===== config.mk =====
export PLATFORM = sky130hd
export DESIGN_NAME = mdio_target
export DESIGN_NICKNAME = d
export VERILOG_FILES = /design/src/rtl/mdio_tgt_pkg.sv /design/src/rtl/mdio_pin_sync.sv /design/src/rtl/mdio_reg_bank.sv /design/src/rtl/mdio_frame_fsm.sv /design/src/rtl/mdio_target.sv
export SDC_FILE = /design/constraint.sdc
export NUM_CORES = 1
export LEC_CHECK = 0
export ABC_AREA = 0
export CORE_ASPECT_RATIO = 0.7
export CORE_UTILIZATION = 50
export DETAILED_ROUTE_END_ITERATION = 12
export DONT_BUFFER_PORTS = 1
export PLACE_DENSITY_LB_ADDON = 0.15
export SYNTH_ARGS = -nofsm -noshare
export SYNTH_HDL_FRONTEND = slang
export SYNTH_HIERARCHICAL = 1
export SYNTH_SLANG_ARGS = --single-unit

===== constraint.sdc =====
create_clock -name clk -period 4 [get_ports clk]
set_clock_uncertainty 0.1 [all_clocks]
set_input_delay 0.6 -clock clk [delete_from_list [all_inputs] [get_ports clk]]
set_output_delay 0.6 -clock clk [all_outputs]
set_load 0.01 [all_outputs]

===== src/rtl/mdio_tgt_pkg.sv =====
package mdio_tgt_pkg;

    localparam int PRE_LEN = 32;
    localparam int PHY_AW  = 5;
    localparam int REG_AW  = 5;
    localparam int DATA_W  = 16;
    localparam int PRE_CW  = $clog2(PRE_LEN + 1);
    localparam int FLD_CW  = $clog2(DATA_W);

    localparam logic [1:0] OPC_RD = 2'b10;
    localparam logic [1:0] OPC_WR = 2'b01;
    localparam logic [1:0] TA_WR  = 2'b10;

    typedef enum logic [2:0] {
        ST_HUNT,
        ST_START,
        ST_OP,
        ST_PHY,
        ST_REG,
        ST_TA,
        ST_DATA
    } fsm_e;

    typedef enum logic [1:0] {
        XACT_NONE,
        XACT_RD,
        XACT_WR
    } xact_e;

    typedef struct packed {
        logic oe;
        logic dat;
    } pin_drv_t;

    typedef struct packed {
        logic [REG_AW-1:0] regad;
        xact_e             kind;
        logic              hit;
    } hdr_t;

    function automatic xact_e decode_op(input logic [1:0] op);
        case (op)
            OPC_RD:  return XACT_RD;
            OPC_WR:  return XACT_WR;
            default: return XACT_NONE;
        endcase
    endfunction

    function automatic logic [FLD_CW-1:0] field_last(input fsm_e s);
        case (s)
            ST_OP:   return FLD_CW'(1);
            ST_PHY:  return FLD_CW'(PHY_AW - 1);
            ST_REG:  return FLD_CW'(REG_AW - 1);
            ST_TA:   return FLD_CW'(1);
            ST_DATA: return FLD_CW'(DATA_W - 1);
            default: return '0;
        endcase
    endfunction

endpackage


===== src/rtl/mdio_pin_sync.sv =====
module mdio_pin_sync #(
    parameter int STAGES = 2
) (
    input  logic clk,
    input  logic rst,
    input  logic mdc_in,
    input  logic mdio_in,
    output logic rise_evt,
    output logic fall_evt,
    output logic bit_s
);
    logic [STAGES-1:0] mdc_ff;
    logic [STAGES-1:0] dat_ff;
    logic              mdc_prev;
    logic              mdc_s;

    for (genvar g = 0; g < STAGES; g++) begin : g_stage
        if (g == 0) begin : g_first
            always_ff @(posedge clk) begin
                if (rst) begin
                    mdc_ff[g] <= 1'b0;
                    dat_ff[g] <= 1'b1;
                end else begin
                    mdc_ff[g] <= mdc_in;
                    dat_ff[g] <= mdio_in;
                end
            end
        end else begin : g_next
            always_ff @(posedge clk) begin
                if (rst) begin
                    mdc_ff[g] <= 1'b0;
                    dat_ff[g] <= 1'b1;
                end else begin
                    mdc_ff[g] <= mdc_ff[g-1];
                    dat_ff[g] <= dat_ff[g-1];
                end
            end
        end
    end

    assign mdc_s = mdc_ff[STAGES-1];
    assign bit_s = dat_ff[STAGES-1];

    always_ff @(posedge clk) begin
        if (rst) mdc_prev <= 1'b0;
        else     mdc_prev <= mdc_s;
    end

    assign rise_evt = mdc_s & ~mdc_prev;
    assign fall_evt = ~mdc_s & mdc_prev;

endmodule


===== src/rtl/mdio_reg_bank.sv =====
module mdio_reg_bank #(
    parameter int AW = 5,
    parameter int DW = 16
) (
    input  logic          clk,
    input  logic          rst,
    input  logic          wr_en,
    input  logic [AW-1:0] addr,
    input  logic [DW-1:0] wr_data,
    output logic [DW-1:0] rd_data
);
    localparam int NROW = 1 << AW;

    logic [DW-1:0]   rows [NROW];
    logic [NROW-1:0] row_we;

    for (genvar g = 0; g < NROW; g++) begin : g_row
        assign row_we[g] = wr_en && (addr == AW'(g));
        always_ff @(posedge clk) begin
            if (rst)            rows[g] <= '0;
            else if (row_we[g]) rows[g] <= wr_data;
        end
    end

    assign rd_data = rows[addr];

    // a store touches at most one row
    assert_single_row_R10: assert property (@(posedge clk) disable iff (rst)
        $onehot0(row_we));

endmodule


===== src/rtl/mdio_frame_fsm.sv =====
module mdio_frame_fsm
    import mdio_tgt_pkg::*;
(
    input  logic              clk,
    input  logic              rst,
    input  logic              rise_evt,
    input  logic              fall_evt,
    input  logic              bit_s,
    input  logic [PHY_AW-1:0] my_addr,
    input  logic [DATA_W-1:0] rd_word,
    output logic              wr_en,
    output logic [REG_AW-1:0] reg_addr,
    output logic [DATA_W-1:0] wr_data,
    output logic              mdio_out,
    output logic              mdio_oe
);
    localparam logic [FLD_CW-1:0] TOP_IDX = FLD_CW'(DATA_W - 1);

    fsm_e              st_q;
    logic [PRE_CW-1:0] ones_q;
    logic [FLD_CW-1:0] fcnt_q;
    logic [DATA_W-1:0] sh_q;
    hdr_t              hdr_q;
    pin_drv_t          drv_q;
    pin_drv_t          drv_d;
    logic              wr_en_q;
    logic [DATA_W-1:0] wr_data_q;

    logic              fld_end;
    logic [DATA_W-1:0] sh_nx;
    logic              rd_hit;
    logic              pre_full;
    logic              ta_exp;
    xact_e             op_kind;

    assign fld_end  = (fcnt_q == field_last(st_q));
    assign sh_nx    = {sh_q[DATA_W-2:0], bit_s};
    assign rd_hit   = hdr_q.hit && (hdr_q.kind == XACT_RD);
    assign pre_full = (ones_q == PRE_CW'(PRE_LEN));
    assign ta_exp   = (fcnt_q == '0) ? TA_WR[1] : TA_WR[0];
    assign op_kind  = decode_op(sh_nx[1:0]);

    always_ff @(posedge clk) begin
        if (rst) begin
            st_q      <= ST_HUNT;
            ones_q    <= '0;
            fcnt_q    <= '0;
            sh_q      <= '0;
            hdr_q     <= '{regad: '0, kind: XACT_NONE, hit: 1'b0};
            wr_en_q   <= 1'b0;
            wr_data_q <= '0;
        end else begin
            wr_en_q <= 1'b0;
            if (rise_evt) begin
                if (st_q != ST_HUNT) begin
                    sh_q   <= sh_nx;
                    fcnt_q <= fld_end ? '0 : fcnt_q + 1'b1;
                end
                unique case (st_q)
                    ST_HUNT: begin
                        if (bit_s)         ones_q <= pre_full ? ones_q : ones_q + 1'b1;
                        else if (pre_full) st_q   <= ST_START;
                        else               ones_q <= '0;
                    end
                    ST_START: begin
                        if (bit_s) begin
                            st_q <= ST_OP;
                        end else begin
                            st_q   <= ST_HUNT;
                            ones_q <= '0;
                            fcnt_q <= '0;
                        end
                    end
                    ST_OP: begin
                        if (fld_end) begin
                            hdr_q.kind <= op_kind;
                            if (op_kind == XACT_NONE) begin
                                st_q   <= ST_HUNT;
                                ones_q <= '0;
                                fcnt_q <= '0;
                            end else begin
                                st_q <= ST_PHY;
                            end
                        end
                    end
                    ST_PHY: begin
                        if (fld_end) begin
                            hdr_q.hit <= (sh_nx[PHY_AW-1:0] == my_addr);
                            st_q      <= ST_REG;
                        end
                    end
                    ST_REG: begin
                        if (fld_end) begin
                            hdr_q.regad <= sh_nx[REG_AW-1:0];
                            st_q        <= ST_TA;
                        end
                    end
                    ST_TA: begin
                        if ((hdr_q.kind == XACT_WR) && (bit_s != ta_exp)) begin
                            st_q   <= ST_HUNT;
                            ones_q <= '0;
                            fcnt_q <= '0;
                        end else if (fld_end) begin
                            st_q <= ST_DATA;
                        end
                    end
                    ST_DATA: begin
                        if (fld_end) begin
                            st_q   <= ST_HUNT;
                            ones_q <= '0;
                            if ((hdr_q.kind == XACT_WR) && hdr_q.hit) begin
                                wr_en_q   <= 1'b1;
                                wr_data_q <= sh_nx;
                            end
                        end
                    end
                    default: begin
                        st_q   <= ST_HUNT;
                        ones_q <= '0;
                        fcnt_q <= '0;
                    end
                endcase
            end
        end
    end

    // output value for the bit time that begins at this falling edge
    always_comb begin
        drv_d = '{oe: 1'b0, dat: 1'b0};
        if (rd_hit && (st_q == ST_TA) && (fcnt_q == FLD_CW'(1)))
            drv_d = '{oe: 1'b1, dat: 1'b0};
        else if (rd_hit && (st_q == ST_DATA))
            drv_d = '{oe: 1'b1, dat: rd_word[TOP_IDX - fcnt_q]};
    end

    always_ff @(posedge clk) begin
        if (rst)           drv_q <= '{oe: 1'b0, dat: 1'b0};
        else if (fall_evt) drv_q <= drv_d;
    end

    assign wr_en    = wr_en_q;
    assign wr_data  = wr_data_q;
    assign reg_addr = hdr_q.regad;
    assign mdio_out = drv_q.dat;
    assign mdio_oe  = drv_q.oe;

    // pin outputs move only right after a detected clock fall
    assert_drv_after_fall_R4: assert property (@(posedge clk) disable iff (rst)
        (drv_q != $past(drv_q)) |-> $past(fall_evt));

    // the line is taken only for a read aimed at this device
    assert_drive_needs_hit_R5: assert property (@(posedge clk) disable iff (rst)
        mdio_oe |-> rd_hit);

    // the driven turnaround bit is zero
    assert_ta_low_R3: assert property (@(posedge clk) disable iff (rst)
        (mdio_oe && (st_q == ST_TA)) |-> !mdio_out);

    // a start field is accepted only after a full preamble
    assert_start_after_preamble_R6: assert property (@(posedge clk) disable iff (rst)
        (($past(st_q) == ST_HUNT) && (st_q == ST_START)) |-> ($past(ones_q) == PRE_CW'(PRE_LEN)));

endmodule


===== src/rtl/mdio_target.sv =====
module mdio_target
    import mdio_tgt_pkg::*;
(
    input  logic              clk,
    input  logic              rst,
    input  logic [PHY_AW-1:0] phy_addr_cfg,
    input  logic              mdc_in,
    input  logic              mdio_in,
    output logic              mdio_out,
    output logic              mdio_oe
);
    logic              rise_evt;
    logic              fall_evt;
    logic              bit_s;
    logic              wr_en;
    logic [REG_AW-1:0] reg_addr;
    logic [DATA_W-1:0] wr_data;
    logic [DATA_W-1:0] rd_word;

    mdio_pin_sync #(.STAGES(2)) u_sync (
        .clk      (clk),
        .rst      (rst),
        .mdc_in   (mdc_in),
        .mdio_in  (mdio_in),
        .rise_evt (rise_evt),
        .fall_evt (fall_evt),
        .bit_s    (bit_s)
    );

    mdio_frame_fsm u_fsm (
        .clk      (clk),
        .rst      (rst),
        .rise_evt (rise_evt),
        .fall_evt (fall_evt),
        .bit_s    (bit_s),
        .my_addr  (phy_addr_cfg),
        .rd_word  (rd_word),
        .wr_en    (wr_en),
        .reg_addr (reg_addr),
        .wr_data  (wr_data),
        .mdio_out (mdio_out),
        .mdio_oe  (mdio_oe)
    );

    mdio_reg_bank #(.AW(REG_AW), .DW(DATA_W)) u_bank (
        .clk     (clk),
        .rst     (rst),
        .wr_en   (wr_en),
        .addr    (reg_addr),
        .wr_data (wr_data),
        .rd_data (rd_word)
    );

endmodule


==> impl_metrics.env <==
export IMPL_status="complete, no violations"
export IMPL_fp_dieW_um=279
export IMPL_p_leak_nw=10.3
export IMPL_htreeDepth=2
export IMPL_rsz0062_at_grt="false"
export IMPL_cp_slowest_cell="dfxtp_4"
export IMPL_pin_count=11
export IMPL_viasPerCell=6.00
export IMPL_r2r_end="u_fsm/mdio_out"
export IMPL_holdWs_ns=0.0239
export IMPL_worstSkewPairLatency_ns=0.59
export IMPL_synth_most_common_cell="and2_1"
export IMPL_clk_path_buf_depth=3
export IMPL_ant_nets=0
export IMPL_gp_congestion=0.901
export IMPL_areaGrowthSynthToFinish_pct=10.6
export IMPL_seq_area_frac_synth_pct=61.6
export IMPL_syn_avg_cell_area_um2=13.7
export IMPL_syn_area_um2=26900
export IMPL_coreArea_um2=52700
export IMPL_ys_flop_type="edfxtp_1"
export IMPL_r2r_start="u_fsm/reg_addr[1]"
export IMPL_switching_share_pct=20.7
export IMPL_multi_input_area_um2=9470
export IMPL_fin_crit_sh_pct=98.9
export IMPL_netlist_area_leader_share_pct=57.1
export IMPL_power_switching_mw=2.54
export IMPL_synth_common_cells="and2_1, edfxtp_1, mux2i_1"
export IMPL_fillers=4307
export IMPL_grt_max_degree=51
export IMPL_yosysWarnings=6
export IMPL_finalWirelength_um=73200
export IMPL_synth_edf_count=512
export IMPL_drive_above_1_share_pct=17.1
export IMPL_place_inst=2619
export IMPL_crit_fanout=35
export IMPL_ys_seq_elements=572
export IMPL_fin_cells=2722
export IMPL_slew_violations=0
export IMPL_worst_ep_required_time_ns=4.37
export IMPL_rows=70
export IMPL_worstSetupPathType="flop to flop"
export IMPL_cp_slowest_stage_delay_ns=0.69
export IMPL_synthTopCellsByArea="edfxtp_1, and2_1, mux4_2"
export IMPL_drt_first_pass_iters=6
export IMPL_power_density_nw_per_um2=413
export IMPL_dp_hpwl_um=45500
export IMPL_cts_tree="built"
export IMPL_drt_wirelength_per_cell_um=26.9
export IMPL_path_cells="buf_12 -> buf_4 -> mux4_2 -> mux2i_1 -> a22oi_1 -> o21a_1 -> mux4_2 -> mux4_2 -> nand3_1 -> a21oi_1"
export IMPL_crit_top_cell="mux4_2"
export IMPL_cts_reportedPaths_clkPinSlew_ns=0.06
export IMPL_clock_root_buffer="clkbuf_16"
export IMPL_rrSetupSlack_ns=0.05
export IMPL_synth_top_cell_by_area="edfxtp_1"
export IMPL_postLayoutCoreUtil_pct=56.4
export IMPL_comb_power_share_pct=2.9
export IMPL_timing_setup_tns_ns=0
export IMPL_port_buffers=0
export IMPL_overflow=0
export IMPL_p_int_mw=9.74
export IMPL_ir_drop_mv=0.355
export IMPL_cts_buffers=54
export IMPL_clkPwrFrac_pct=42.4
export IMPL_remaining_drc_errors=0
export IMPL_reg2reg_depth=10
export IMPL_hold_path_class="input port to flop"
export IMPL_worstSetupEndpointType="flop"
export IMPL_finalHoldViolations=0
export IMPL_grt_pass1_vias=15700
export IMPL_seqPwrFrac_pct=54.7
export IMPL_ff_latch_area_um2=16600
export IMPL_async_reset_ff_share_pct=0
export IMPL_ys_types=71
export IMPL_tightest_slew_ns=1.28
export IMPL_grt_pass1_wl_um=108000
export IMPL_crit_path_start="u_fsm/reg_addr[1]"
export IMPL_drt_initial_drc_count=1982
export IMPL_finalSetupViolCount=0
export IMPL_die_y_um=196
export IMPL_cts_sinks=572
export IMPL_synthCells=1959
export IMPL_syn_nets=1975
export IMPL_via_count=16300
export IMPL_start_kind="flop"
export IMPL_antenna_found_initial=4
export IMPL_start_util_pct=51.0
export IMPL_fin_crit_ns=3.95
export IMPL_layout_nets=1972
export IMPL_drv_cap=0
export IMPL_max_slew_margin_rel_pct=14.3
export IMPL_max_freq_mhz=253
export IMPL_track_usage_pct=27.0
export IMPL_worst_ep_arrival_time_ns=4.32
export IMPL_dieArea_um2=54800
export IMPL_crit_end="u_fsm/mdio_out"
-- kinds of logic (layout without fill, tap and decap cells) --
family          after synthesis  in the layout  share of synthesized area (%)
simple gates                742            742                           15.9
xor+xnor                      8              8                          0.260
compound gates              203            203                           5.68
mux                         238            238                           12.9
buf+inv                     189            231                           3.35
flops                       572            572                           61.6
fa+ha+maj                     7              7                          0.325
other cells                   0              1                              0
-- final cells by class --
class                   count  share of cell area, %
diodes                      1                0.00841
inverters                  17                  0.214
clock buffers              68                   4.89
repair buffers            113                   3.19
multi-input cells        1198                   31.8
clock inverters            33                   1.06
well taps                 720                   3.03
flip-flops and latches    572                   55.8
-- placed cells by master, fill, tap and decap left out, types with 5 or more instances in the layout --
cell type / n
a2111oi_2: 5
a211oi_1: 11
a21o_1: 17
a21oi_1: 27
a221oi_1: 14
a22oi_1: 9
and2_1: 514
buf_12: 8
buf_4: 105
bufinv_16: 6
clkbuf_1: 10
clkbuf_16: 55
clkinv_1: 10
clkinv_2: 15
dfxtp_1: 48
dfxtp_2: 10
edfxtp_1: 512
ha_1: 7
inv_1: 14
mux2_2: 17
mux2i_1: 136
mux4_2: 85
nand2_1: 64
nand2b_1: 7
nand3_1: 15
nand4_1: 5
nor2_1: 88
nor2b_1: 8
nor3_1: 12
o21a_1: 9
o21ai_0: 12
o21bai_1: 11
o21bai_2: 6
o221ai_1: 7
o22ai_1: 29
o31ai_1: 14
o32ai_1: 5
or2_1: 5
-- power by group through the flow --
stage / Clock (mW) / Sequential [mW] / Combinational (mW)
detailed placement: 0 / 6.85 / 0.345
floorplan: 0 / 6.82 / 0.215
global route: 5.51 / 6.73 / 0.375
CTS: 5.28 / 6.72 / 0.356
global placement: 0 / 6.84 / 0.342
finish: 5.21 / 6.72 / 0.357
-- sequential cells by signal, indices dropped and copies added (netlist names) --
register and flops:
u_bank/rows 512, u_fsm/wr_data 16, u_sync/mdc_prev 1, u_fsm/ones_q 6, u_fsm/reg_addr 5, u_fsm/hdr_q 3, u_sync/bit_s 1, u_sync/mdc_ff 1
u_fsm/sh_q 15, u_fsm/st_q 3, u_sync/mdc_s 1, u_sync/dat_ff 1, u_fsm/wr_en 1, u_fsm/mdio_out 1, u_fsm/fcnt_q 4, u_fsm/mdio_oe 1
-- worst max-delay path: cells and delay by family, from the launching register on --
family	cells	cell delay, ns
muxes	4	1.87
DFF	1	0.69
buffers and inverters	2	0.57
AOI/OAI and AO/OA	3	0.41
and+or+nand+nor	1	0.11
-- worst min-delay path by stage --
stage | from | end | slack [ns] | cells past startpoint
CTS | rst | u_sync/bit_s | 0.007 | 1
global route | mdio_in | u_sync/dat_ff[0] | 0.02 | 1
finish | rst | u_sync/bit_s | 0.02 | 1
detailed placement | u_sync/dat_ff[0] | u_sync/bit_s | 0.30 | 1
floorplan | u_sync/dat_ff[0] | u_sync/bit_s | 0.28 | 1
global placement | u_sync/dat_ff[0] | u_sync/bit_s | 0.29 | 1
-- through the flow --
stage | total power, mW | instance area (um2) | setup slack [ns]
floorplan | 7.03 | 26900 | 0.972
global placement | 7.18 | 28000 | 0.0233
detailed placement | 7.19 | 28000 | 0.0391
CTS | 12.3 | 29700 | 0.0171
global route | 12.6 | 29800 | 0.0216
finish | 12.3 | 29800 | 0.0451
-- timing repair --
| action | 4_1_cts | 5_1_grt |
|---|---|---|
| endpoints found under the setup margin | 0 | 1 |
| hold buffers | 1 | 0 |
| endpoints found under the hold margin | 41 | 0 |
| resized for setup | 0 | 1 |
| setup buffers | 0 | 0 |
-- routing by layer --
| metal | GRT usage [%] | up-vias | share of wire (%) |
|---|---|---|---|
| met5 | 0 | - | 0.048 |
| met4 | 4.58 | 2 | 1.3 |
| met3 | 5.81 | 77 | 9.7 |
| met2 | 39.5 | 737 | 43 |
| met1 | 41.8 | 8387 | 46 |
| li1 | - | 7119 | - |
No activity file was read; power rests on OpenSTA's default activity.
